--- config.mk ---
export PLATFORM = sky130hd
export DESIGN_NAME = acc_seq_core
export DESIGN_NICKNAME = d
export VERILOG_FILES = /design/src/rtl/acc_seq_pkg.sv /design/src/rtl/acc_ifield.sv /design/src/rtl/acc_alu.sv /design/src/rtl/acc_seq_core.sv
export SDC_FILE = /design/constraint.sdc
export NUM_CORES = 1
export LEC_CHECK = 0
export BUFFER_PORTS_ARGS = -buffer_cell sky130_fd_sc_hd__buf_2
export CAP_MARGIN = 40
export CORE_UTILIZATION = 59
export CTS_CLUSTER_DIAMETER = 150
export DETAILED_ROUTE_END_ITERATION = 8
export MAX_ROUTING_LAYER = met4
export PLACE_DENSITY = 0.78
export SKIP_LAST_GASP = 1
export SYNTH_ARGS = -nofsm -noshare
export SYNTH_HDL_FRONTEND = slang
export SYNTH_HIERARCHICAL = 1
export SYNTH_SLANG_ARGS = --single-unit
--- constraint.sdc ---
create_clock -name clk -period 4.91 [get_ports clk]
set_clock_uncertainty 0.1 [all_clocks]
set_input_delay 0.491 -clock clk [delete_from_list [all_inputs] [get_ports clk]]
set_output_delay 0.491 -clock clk [all_outputs]
set_load 0.01 [all_outputs]
--- src/rtl/acc_seq_pkg.sv ---
package acc_seq_pkg;

    localparam int OPC_W  = 4;
    localparam int MODE_W = 2;

    localparam logic [OPC_W-1:0] OPC_LOAD  = 4'h1;
    localparam logic [OPC_W-1:0] OPC_ADD   = 4'h2;
    localparam logic [OPC_W-1:0] OPC_STORE = 4'h3;
    localparam logic [OPC_W-1:0] OPC_HALT  = 4'hF;

    typedef enum logic [MODE_W-1:0] {
        MODE_IMM  = 2'b00,
        MODE_DIR  = 2'b01,
        MODE_PTR  = 2'b10,
        MODE_IMM2 = 2'b11
    } amode_t;

    typedef enum logic [3:0] {
        ST_FADDR,
        ST_FREAD,
        ST_DECODE,
        ST_PTRRD,
        ST_PTRMAR,
        ST_OPRD,
        ST_EXEC,
        ST_STWR,
        ST_CHKINT,
        ST_ICOPY,
        ST_ISP,
        ST_IWR,
        ST_IVEC,
        ST_HALT
    } seq_state_t;

endpackage

--- src/rtl/acc_ifield.sv ---
module acc_ifield
    import acc_seq_pkg::*;
#(
    parameter int DATA_W = 16,
    localparam int FLD_W = DATA_W - OPC_W - MODE_W
) (
    input  logic [DATA_W-1:0] word_i,
    output amode_t            mode_o,
    output logic [FLD_W-1:0]  field_o,
    output logic              is_load_o,
    output logic              is_add_o,
    output logic              is_store_o,
    output logic              is_halt_o
);
    logic [OPC_W-1:0] opc;

    always_comb begin
        opc        = word_i[DATA_W-1 -: OPC_W];
        mode_o     = amode_t'(word_i[FLD_W +: MODE_W]);
        field_o    = word_i[FLD_W-1:0];
        is_load_o  = (opc == OPC_LOAD);
        is_add_o   = (opc == OPC_ADD);
        is_store_o = (opc == OPC_STORE);
        is_halt_o  = (opc == OPC_HALT);
    end
endmodule

--- src/rtl/acc_alu.sv ---
module acc_alu #(
    parameter int W = 16
) (
    input  logic         add_i,
    input  logic [W-1:0] acc_i,
    input  logic [W-1:0] opnd_i,
    output logic [W-1:0] res_o
);
    always_comb begin
        res_o = add_i ? (acc_i + opnd_i) : opnd_i;
    end
endmodule

--- src/rtl/acc_seq_core.sv ---
module acc_seq_core
    import acc_seq_pkg::*;
#(
    parameter int DATA_W = 16,
    parameter int ADDR_W = 10,
    parameter logic [ADDR_W-1:0] SP_INIT  = 10'h3F0,
    parameter logic [ADDR_W-1:0] VEC_ADDR = 10'h300
) (
    input  logic              clk,
    input  logic              rst_n,
    input  logic              irq_i,
    output logic              mem_req_o,
    output logic              mem_we_o,
    output logic [ADDR_W-1:0] mem_addr_o,
    output logic [DATA_W-1:0] mem_wdata_o,
    input  logic [DATA_W-1:0] mem_rdata_i,
    input  logic              mem_ready_i,
    output logic [DATA_W-1:0] acc_o,
    output logic [ADDR_W-1:0] pc_o,
    output logic              halted_o
);
    localparam int FLD_W = DATA_W - OPC_W - MODE_W;
    localparam int NSAVE = 2;
    localparam int IDX_W = (NSAVE > 1) ? $clog2(NSAVE) : 1;

    typedef struct packed {
        seq_state_t        st;
        logic [ADDR_W-1:0] pc;
        logic [ADDR_W-1:0] mar;
        logic [ADDR_W-1:0] sp;
        logic [DATA_W-1:0] mbr;
        logic [DATA_W-1:0] ir;
        logic [DATA_W-1:0] acc;
        logic              ie;
        logic [IDX_W-1:0]  sidx;
    } regs_t;

    regs_t r_q, r_d;

    logic [DATA_W-1:0] dec_word;
    amode_t            dec_mode;
    logic [FLD_W-1:0]  dec_field;
    logic              dec_load, dec_add, dec_store, dec_halt;
    logic [DATA_W-1:0] alu_res;
    logic              done;

    assign dec_word = (r_q.st == ST_DECODE) ? r_q.mbr : r_q.ir;

    acc_ifield #(.DATA_W(DATA_W)) u_ifield (
        .word_i     (dec_word),
        .mode_o     (dec_mode),
        .field_o    (dec_field),
        .is_load_o  (dec_load),
        .is_add_o   (dec_add),
        .is_store_o (dec_store),
        .is_halt_o  (dec_halt)
    );

    acc_alu #(.W(DATA_W)) u_alu (
        .add_i  (dec_add),
        .acc_i  (r_q.acc),
        .opnd_i (r_q.mbr),
        .res_o  (alu_res)
    );

    function automatic logic [DATA_W-1:0] save_word(input logic [IDX_W-1:0] idx,
                                                    input logic [ADDR_W-1:0] pc,
                                                    input logic [DATA_W-1:0] acc);
        if (idx == '0) return DATA_W'(pc);
        return acc;
    endfunction

    always_comb begin
        mem_req_o   = (r_q.st == ST_FREAD) || (r_q.st == ST_PTRRD) || (r_q.st == ST_OPRD)
                   || (r_q.st == ST_STWR)  || (r_q.st == ST_IWR);
        mem_we_o    = (r_q.st == ST_STWR) || (r_q.st == ST_IWR);
        mem_addr_o  = r_q.mar;
        mem_wdata_o = r_q.mbr;
        acc_o       = r_q.acc;
        pc_o        = r_q.pc;
        halted_o    = (r_q.st == ST_HALT);
        done        = mem_req_o && mem_ready_i;
    end

    always_comb begin
        r_d = r_q;
        unique case (r_q.st)
            ST_FADDR: begin
                r_d.mar = r_q.pc;
                r_d.st  = ST_FREAD;
            end
            ST_FREAD: if (done) begin
                r_d.mbr = mem_rdata_i;
                r_d.pc  = r_q.pc + 1'b1;
                r_d.st  = ST_DECODE;
            end
            ST_DECODE: begin
                r_d.ir = r_q.mbr;
                if (dec_halt) begin
                    r_d.st = ST_HALT;
                end else if (!(dec_load || dec_add || dec_store)) begin
                    r_d.st = ST_CHKINT;
                end else begin
                    r_d.mar = dec_field;
                    unique case (dec_mode)
                        MODE_PTR: r_d.st = ST_PTRRD;
                        MODE_DIR: begin
                            if (dec_store) begin
                                r_d.mbr = r_q.acc;
                                r_d.st  = ST_STWR;
                            end else begin
                                r_d.st  = ST_OPRD;
                            end
                        end
                        default: begin
                            if (dec_store) begin
                                r_d.mbr = r_q.acc;
                                r_d.st  = ST_STWR;
                            end else begin
                                r_d.mbr = DATA_W'(dec_field);
                                r_d.st  = ST_EXEC;
                            end
                        end
                    endcase
                end
            end
            ST_PTRRD: if (done) begin
                r_d.mbr = mem_rdata_i;
                r_d.st  = ST_PTRMAR;
            end
            ST_PTRMAR: begin
                r_d.mar = r_q.mbr[ADDR_W-1:0];
                if (dec_store) begin
                    r_d.mbr = r_q.acc;
                    r_d.st  = ST_STWR;
                end else begin
                    r_d.st  = ST_OPRD;
                end
            end
            ST_OPRD: if (done) begin
                r_d.mbr = mem_rdata_i;
                r_d.st  = ST_EXEC;
            end
            ST_EXEC: begin
                r_d.acc = alu_res;
                r_d.st  = ST_CHKINT;
            end
            ST_STWR: if (done) begin
                r_d.st = ST_CHKINT;
            end
            ST_CHKINT: begin
                if (irq_i && r_q.ie) begin
                    r_d.ie   = 1'b0;
                    r_d.sidx = '0;
                    r_d.st   = ST_ICOPY;
                end else begin
                    r_d.st   = ST_FADDR;
                end
            end
            ST_ICOPY: begin
                r_d.mbr = save_word(r_q.sidx, r_q.pc, r_q.acc);
                r_d.st  = ST_ISP;
            end
            ST_ISP: begin
                r_d.mar = r_q.sp;
                r_d.st  = ST_IWR;
            end
            ST_IWR: if (done) begin
                r_d.sp = r_q.sp + 1'b1;
                if (r_q.sidx == IDX_W'(NSAVE - 1)) begin
                    r_d.st = ST_IVEC;
                end else begin
                    r_d.sidx = r_q.sidx + 1'b1;
                    r_d.st   = ST_ICOPY;
                end
            end
            ST_IVEC: begin
                r_d.pc = VEC_ADDR;
                r_d.st = ST_FADDR;
            end
            ST_HALT: r_d.st = ST_HALT;
            default: r_d.st = ST_HALT;
        endcase
    end

    always_ff @(posedge clk or negedge rst_n) begin
        if (!rst_n) begin
            r_q      <= '0;
            r_q.st   <= ST_FADDR;
            r_q.sp   <= SP_INIT;
            r_q.ie   <= 1'b1;
        end else begin
            r_q <= r_d;
        end
    end

    assert_hold_R8: assert property (@(posedge clk) disable iff (!rst_n)
        (mem_req_o && !mem_ready_i) |=> (mem_req_o && $stable(mem_we_o)
            && $stable(mem_addr_o) && $stable(mem_wdata_o)));

    assert_pc_step_R2: assert property (@(posedge clk) disable iff (!rst_n)
        (r_q.st == ST_FREAD && mem_ready_i) |=> (pc_o == $past(pc_o) + 1'b1));

    assert_halt_quiet_R11: assert property (@(posedge clk) disable iff (!rst_n)
        halted_o |-> !mem_req_o);

    assert_halt_sticky_R11: assert property (@(posedge clk) disable iff (!rst_n)
        halted_o |=> (halted_o && $stable(pc_o) && $stable(acc_o)));

    assert_ie_clear_R10: assert property (@(posedge clk) disable iff (!rst_n)
        (r_q.st == ST_ICOPY) |-> !r_q.ie);

    assert_imm_noacc_R3: assert property (@(posedge clk) disable iff (!rst_n)
        (r_q.st == ST_DECODE && !dec_store && (dec_load || dec_add)
            && (dec_mode == MODE_IMM || dec_mode == MODE_IMM2)) |=> !mem_req_o);

    assert_int_write_R9: assert property (@(posedge clk) disable iff (!rst_n)
        (r_q.st == ST_IWR) |-> (mem_we_o && mem_addr_o == r_q.sp));
endmodule

======== Yosys cells after proc, flatten, opt, wreduce, memory -nomap -nowiden ========
Cells that the tools add are included.
word-level totals
  flip-flop bits (word level) ............. 84
  input port bits ......................... 20
  output and inout bits ................... 55
  logic and storage cells ................. 98
operators by class
  add/subtract/negate cells ............... 4
  equality and inequality tests ........... 29
  mux-type cells .......................... 34
  reductions and logical operators ........ 22
operators with widths
  cell                                                  number
  two-way mux 16 bit                                    9
  case mux 16 bit (4 select lines)                      1
  case mux 4 bit (13 select lines)                      1
  case mux 10 bit (4 select lines)                      1
  case mux 16 bit (2 select lines)                      1
  equality test 4 bit (second input constant)           7
  two-way mux 4 bit                                     7
  adder 10 x 1 -> 10 bit (second input constant)        2
  two-way mux 10 bit                                    2
  case mux 10 bit (2 select lines)                      1
  adder 16 bit                                          1
  equality test 4 x 2 -> 1 bit (second input constant)  4
  equality test 4 x 3 -> 1 bit (second input constant)  4
  inequality test 2 bit (second input constant)         8
  two-way mux 14 bit                                    1
  AND reduction 5 bit                                   2
  equality test 4 x 1 -> 1 bit (second input constant)  2
  case mux 4 bit (2 select lines)                       1
  nonzero test 4 bit                                    2
  logical OR 1 bit                                      7
  two-way mux 1 bit                                     6
  AND reduction 2 bit                                   3
  AND reduction 3 bit                                   2
  zero test 4 bit                                       1
  other kinds (10)                                      13

======== Logic depth before layout (Yosys ltp) ========
  depth in word-level cells ............... 8
  gate-level depth with buffers ........... 13
  mapped depth without buffers ............ 9

======== By module ========
Netlist, hierarchy kept.
modules (own cells, without submodules)
  module        instances  cells an instance  area an instance (µm²)  seq. area each (µm²)
  acc_seq_core  1          435                4704.5                  2110.8
  acc_alu       1          115                903.4                   0.0
  acc_ifield    1          16                 130.1                   0.0

======== Worst setup path after synthesis ========
OpenSTA, ideal clock, no wires.
  path type ............................... register -> register
  start ................................... reg r_q[82] (netlist name)
  end ..................................... reg r_q (netlist bit mem_addr_o[0])
  arrival time ............................ 3.577 ns
  data required time ...................... 4.685 ns
  setup slack ............................. 1.109 ns
  stages on the path, launching flop included .. 12
  path through ............................ dfrtp_1 buf_6 nor4b_4 buf_2 buf_2 mux2_2 nor4b_1 nor3_1 nor2_1 nor2_1 o31ai_4 mux2_2
between the ends
  cells in the longest elaborated chain, start to end .. 7
  elaborated cells on any way between the ends .. 18
  classes of those cells .................. eq/ne: 9; mux: 4; reduce/logical: 5
RTL lines
  what                                             RTL line             RTL
  start: declaration                               acc_seq_core.sv:38   regs_t r_q, r_d;
  start signal: assignment                         acc_seq_core.sv:193  r_q <= r_d;
  equality test 4 x 2 -> 1 bit                     acc_seq_core.sv:47   assign dec_word = (r_q.st == ST_DECODE) ? r_q.mbr : r_q.ir;
  two-way mux 16 bit                               n/a
  via dec_word[12]                                 acc_seq_core.sv:40   logic [DATA_W-1:0] dec_word;
  equality test 4 x 2 -> 1 bit                     acc_ifield.sv:22     is_add_o = (opc == OPC_ADD);
  via dec_add                                      acc_seq_core.sv:43   logic dec_load, dec_add, dec_store, dec_halt;
  logical OR 1 bit (2 in series)                   acc_seq_core.sv:101  end else if (!(dec_load || dec_add || dec_store)) begin
  inequality test 2 x 1 -> 1 bit (no source line)  n/a
  AND reduction 3 bit (no source line)             n/a
The timed path passes the listed nets, and every way through them passes these cells. The select of a mux whose other input is x is not followed.
A chain may end at the register's enable or synchronous reset.

======== Worst setup path after layout ========
  start ................................... reg r_q[81] (netlist name)
  end ..................................... reg r_q (netlist bit mem_addr_o[6])
The elaborated chain is that of the path after synthesis.

==> results.toml <==
[final_layout]
post-route-util_pct = 63.9
multi_input_area_um2 = 3010
num_antenna_cells = 0
fillers = 765
area_growth_pct = 3.88
drive_above_1_share_pct = 30.3
fin_nets = 613
regArea_um2 = 2110

[setup_path]
r2r_end = "mem_addr_o[6]"
path_class = "flip-flop to flip-flop"
start_kind = "flip-flop"
end_kind = "flip-flop"
critPathMaxFanout = 24
r2r_setup_slack_ns = 0.99
ff2ff_path_depth = 9
cp.arrival_ns = 4.05
required_ns = 5.04
rr_startpoint = "r_q[81]"

[min_path]
min_path_cells = 3
hold-path-endpoint = "mem_wdata_o[15]"
min_path_type = "input port to flip-flop"
hp-start = "mem_rdata_i[15]"

[timing]
slew_viol_final = 0
setup_viol = 0
min_period_over_period_pct = 79.8
slew_headroom_pct = 42.4
finalSetupTns_ns = 0
fmax_mhz = 255
hold_violations = 0
rsz0062_at_grt = "no"
tightestPinTransition_ns = 0.857
fin_crit_ns = 3.92

[cts]
cts_hold_buffers = 1
post_cts.resized_instances = 0
clock-sinks = 84
postCtsSetupRepairBufs = 0
numCtsBuffers = 9
cts_tree = "built"
root_buffer = "clkbuf_8"
insertion_delay_ns = 0.36
cts_buffer_depth = 2
clk_pin_slew_worst_paths_ns = 0.09
h-tree-depth = 3

[synth]
synth_edf_count = 0
ys.warnings.count = 6
ys_ff_latch = 84
syn-num-nets = 607
async_reset_ff_share_pct = 100
synth_cell_type_count = 65
syn_area_per_cell_um2 = 10.1
syn-cell-area_um2 = 5740
seq_area_frac_synth_pct = 36.8
synthFlopType = "dfrtp_1"
syn-instance-count = 566

[detailed_routing]
vias = 4433
post-route-drc-count = 0
wl_um = 13000
vias_per_cell = 6.28
drtIter0Drc = 261
drtPass1Iterations = 5
final_antenna_net_count = 0
routedWlPerCell_um = 18.4

[global_route]
grt_max_degree = 52
grt_use_total_pct = 28.3
antenna_found_initial = 0
grt_pass1_vias = 4268
grt_first_pass_wirelength_um = 21800
grt_overflow = 0

[floorplanning]
design.core.area_um2 = 9330
die_x_um = 101
dieArea_um2 = 10100
start_util_pct = 61.5
ios = 75
rows = 35
die_y_um = 101

[placement]
dp_hpwl_um = 9820
port_buffers = 74
place_congestion = 0.870

[power_and_ir_drop]
power_density_nw_per_um2 = 585
p_leak_nw = 2.78
ir_drop_v = 0.000444

[flow_run]
max_cap_viol_count = 0

[run_status]
status = "completed"
metal layers:
layer	track usage [%]	share of wire (%)
met1	39.5	46
met2	43.7	47
met3	3.74	5.1
met4	7.69	1.7
met5	-	0
power by group:
group / leakage, nW / total [W] / switching, W / internal, W
sequential: 1.07 / 0.00124 / 0.000332 / 0.000904
clock: 0.0959 / 0.000499 / 0.000249 / 0.000250
combinational: 1.61 / 0.00176 / 0.000952 / 0.000804
total: 2.78 / 0.00349 / 0.00153 / 0.00196
state kept, by name, summed over array words and instances (netlist names):
register,cells
r_q,32
acc_o,16
mem_wdata_o,16
mem_addr_o,10
pc_o,10
synth_stat cells (9+ instances only):
cell | instances | share of area [%]
dfrtp_1 | 77 | 34
buf_4 | 67 | 8.8
mux2_2 | 58 | 11
nand2_1 | 45 | 2.9
nor2_1 | 33 | 2.2
a21oi_1 | 21 | 1.8
ha_1 | 20 | 4.4
o2bb2ai_1 | 18 | 2.7
xnor2_1 | 17 | 2.6
o21ai_0 | 16 | 1.4
a221oi_1 | 11 | 1.7
xor2_1 | 11 | 1.7
a222oi_1 | 10 | 1.7
buf_2 | 10 | 0.87
a221o_1 | 9 | 1.6
nor3b_1 | 9 | 1.2
cells in the final DEF, fill, tap and decap left out, types with 7 or more instances in the layout:
master and instances:
a21oi_1 21, a221o_1 9, a221oi_1 11, a222oi_1 10, and3_1 8, buf_2 74
clkbuf_8 10, dfrtp_1 77, dfstp_2 7, ha_1 20, inv_1 7, mux2_2 58
nand2_1 45, nand4_1 7, nor2_1 33, nor3_1 7, nor3b_1 9, o21ai_0 16
o2bb2ai_1 18, xnor2_1 17, xor2_1 11
worst max-delay path by stage:
stage / start / end / slack [ns]
after floorplan: r_q[82] / mem_addr_o[0] / 1.11
after global placement: r_q[81] / mem_addr_o[4] / 1.27
after detailed placement: r_q[81] / mem_addr_o[6] / 1.03
after CTS: r_q[81] / mem_addr_o[6] / 1.01
after global routing: r_q[81] / mem_addr_o[6] / 0.70
final: r_q[81] / mem_addr_o[6] / 0.99
layout make-up:
type | instances | area share, %
Clock buffer | 11 | 2.37
Inverter | 7 | 0.441
Tap cell | 129 | 2.71
Timing Repair Buffer | 82 | 7.60
Multi-Input combinational cell | 388 | 50.5
Sequential cell | 84 | 35.4
Clock inverter | 5 | 0.987
worst max-delay path, cell delays in order (launching register included):
cell     delay [ns]
dfrtp_1        0.81
nor4b_4        0.48
mux2_2         0.43
nor4b_2        0.30
buf_4          0.32
nor3_1         0.12
nor2_1         0.22
nor2_1         0.10
o31ai_4        0.49
mux2_2         0.41
cell families after synthesis:
group | synth area share, %
adder cells (fa/ha/maj) | 4.91
flip-flops | 36.8
AO/OA/AOI/OAI | 17.1
XOR/XNOR | 4.27
AND/OR/NAND/NOR | 14.0
multiplexers | 12.1
buffers and inverters | 10.9
per-stage QoR:
step | instances | setup WS (ns) | instance area, um2 | power (W) | hold slack (ns)
3_5_place_dp | 688 | 1.03 | 5750 | 0.00297 | 0.375
2_1_floorplan | 566 | 1.11 | 5740 | 0.00271 | 0.0954
3_3_place_gp | 687 | 1.27 | 5720 | 0.00289 | 0.382
5_1_grt | 706 | 0.705 | 5960 | 0.00375 | 0.352
4_1_cts | 705 | 1.01 | 5960 | 0.00347 | 0.340
6_report | 706 | 0.989 | 5960 | 0.00349 | 0.336
No activity file was read; power rests on OpenSTA's default activity.
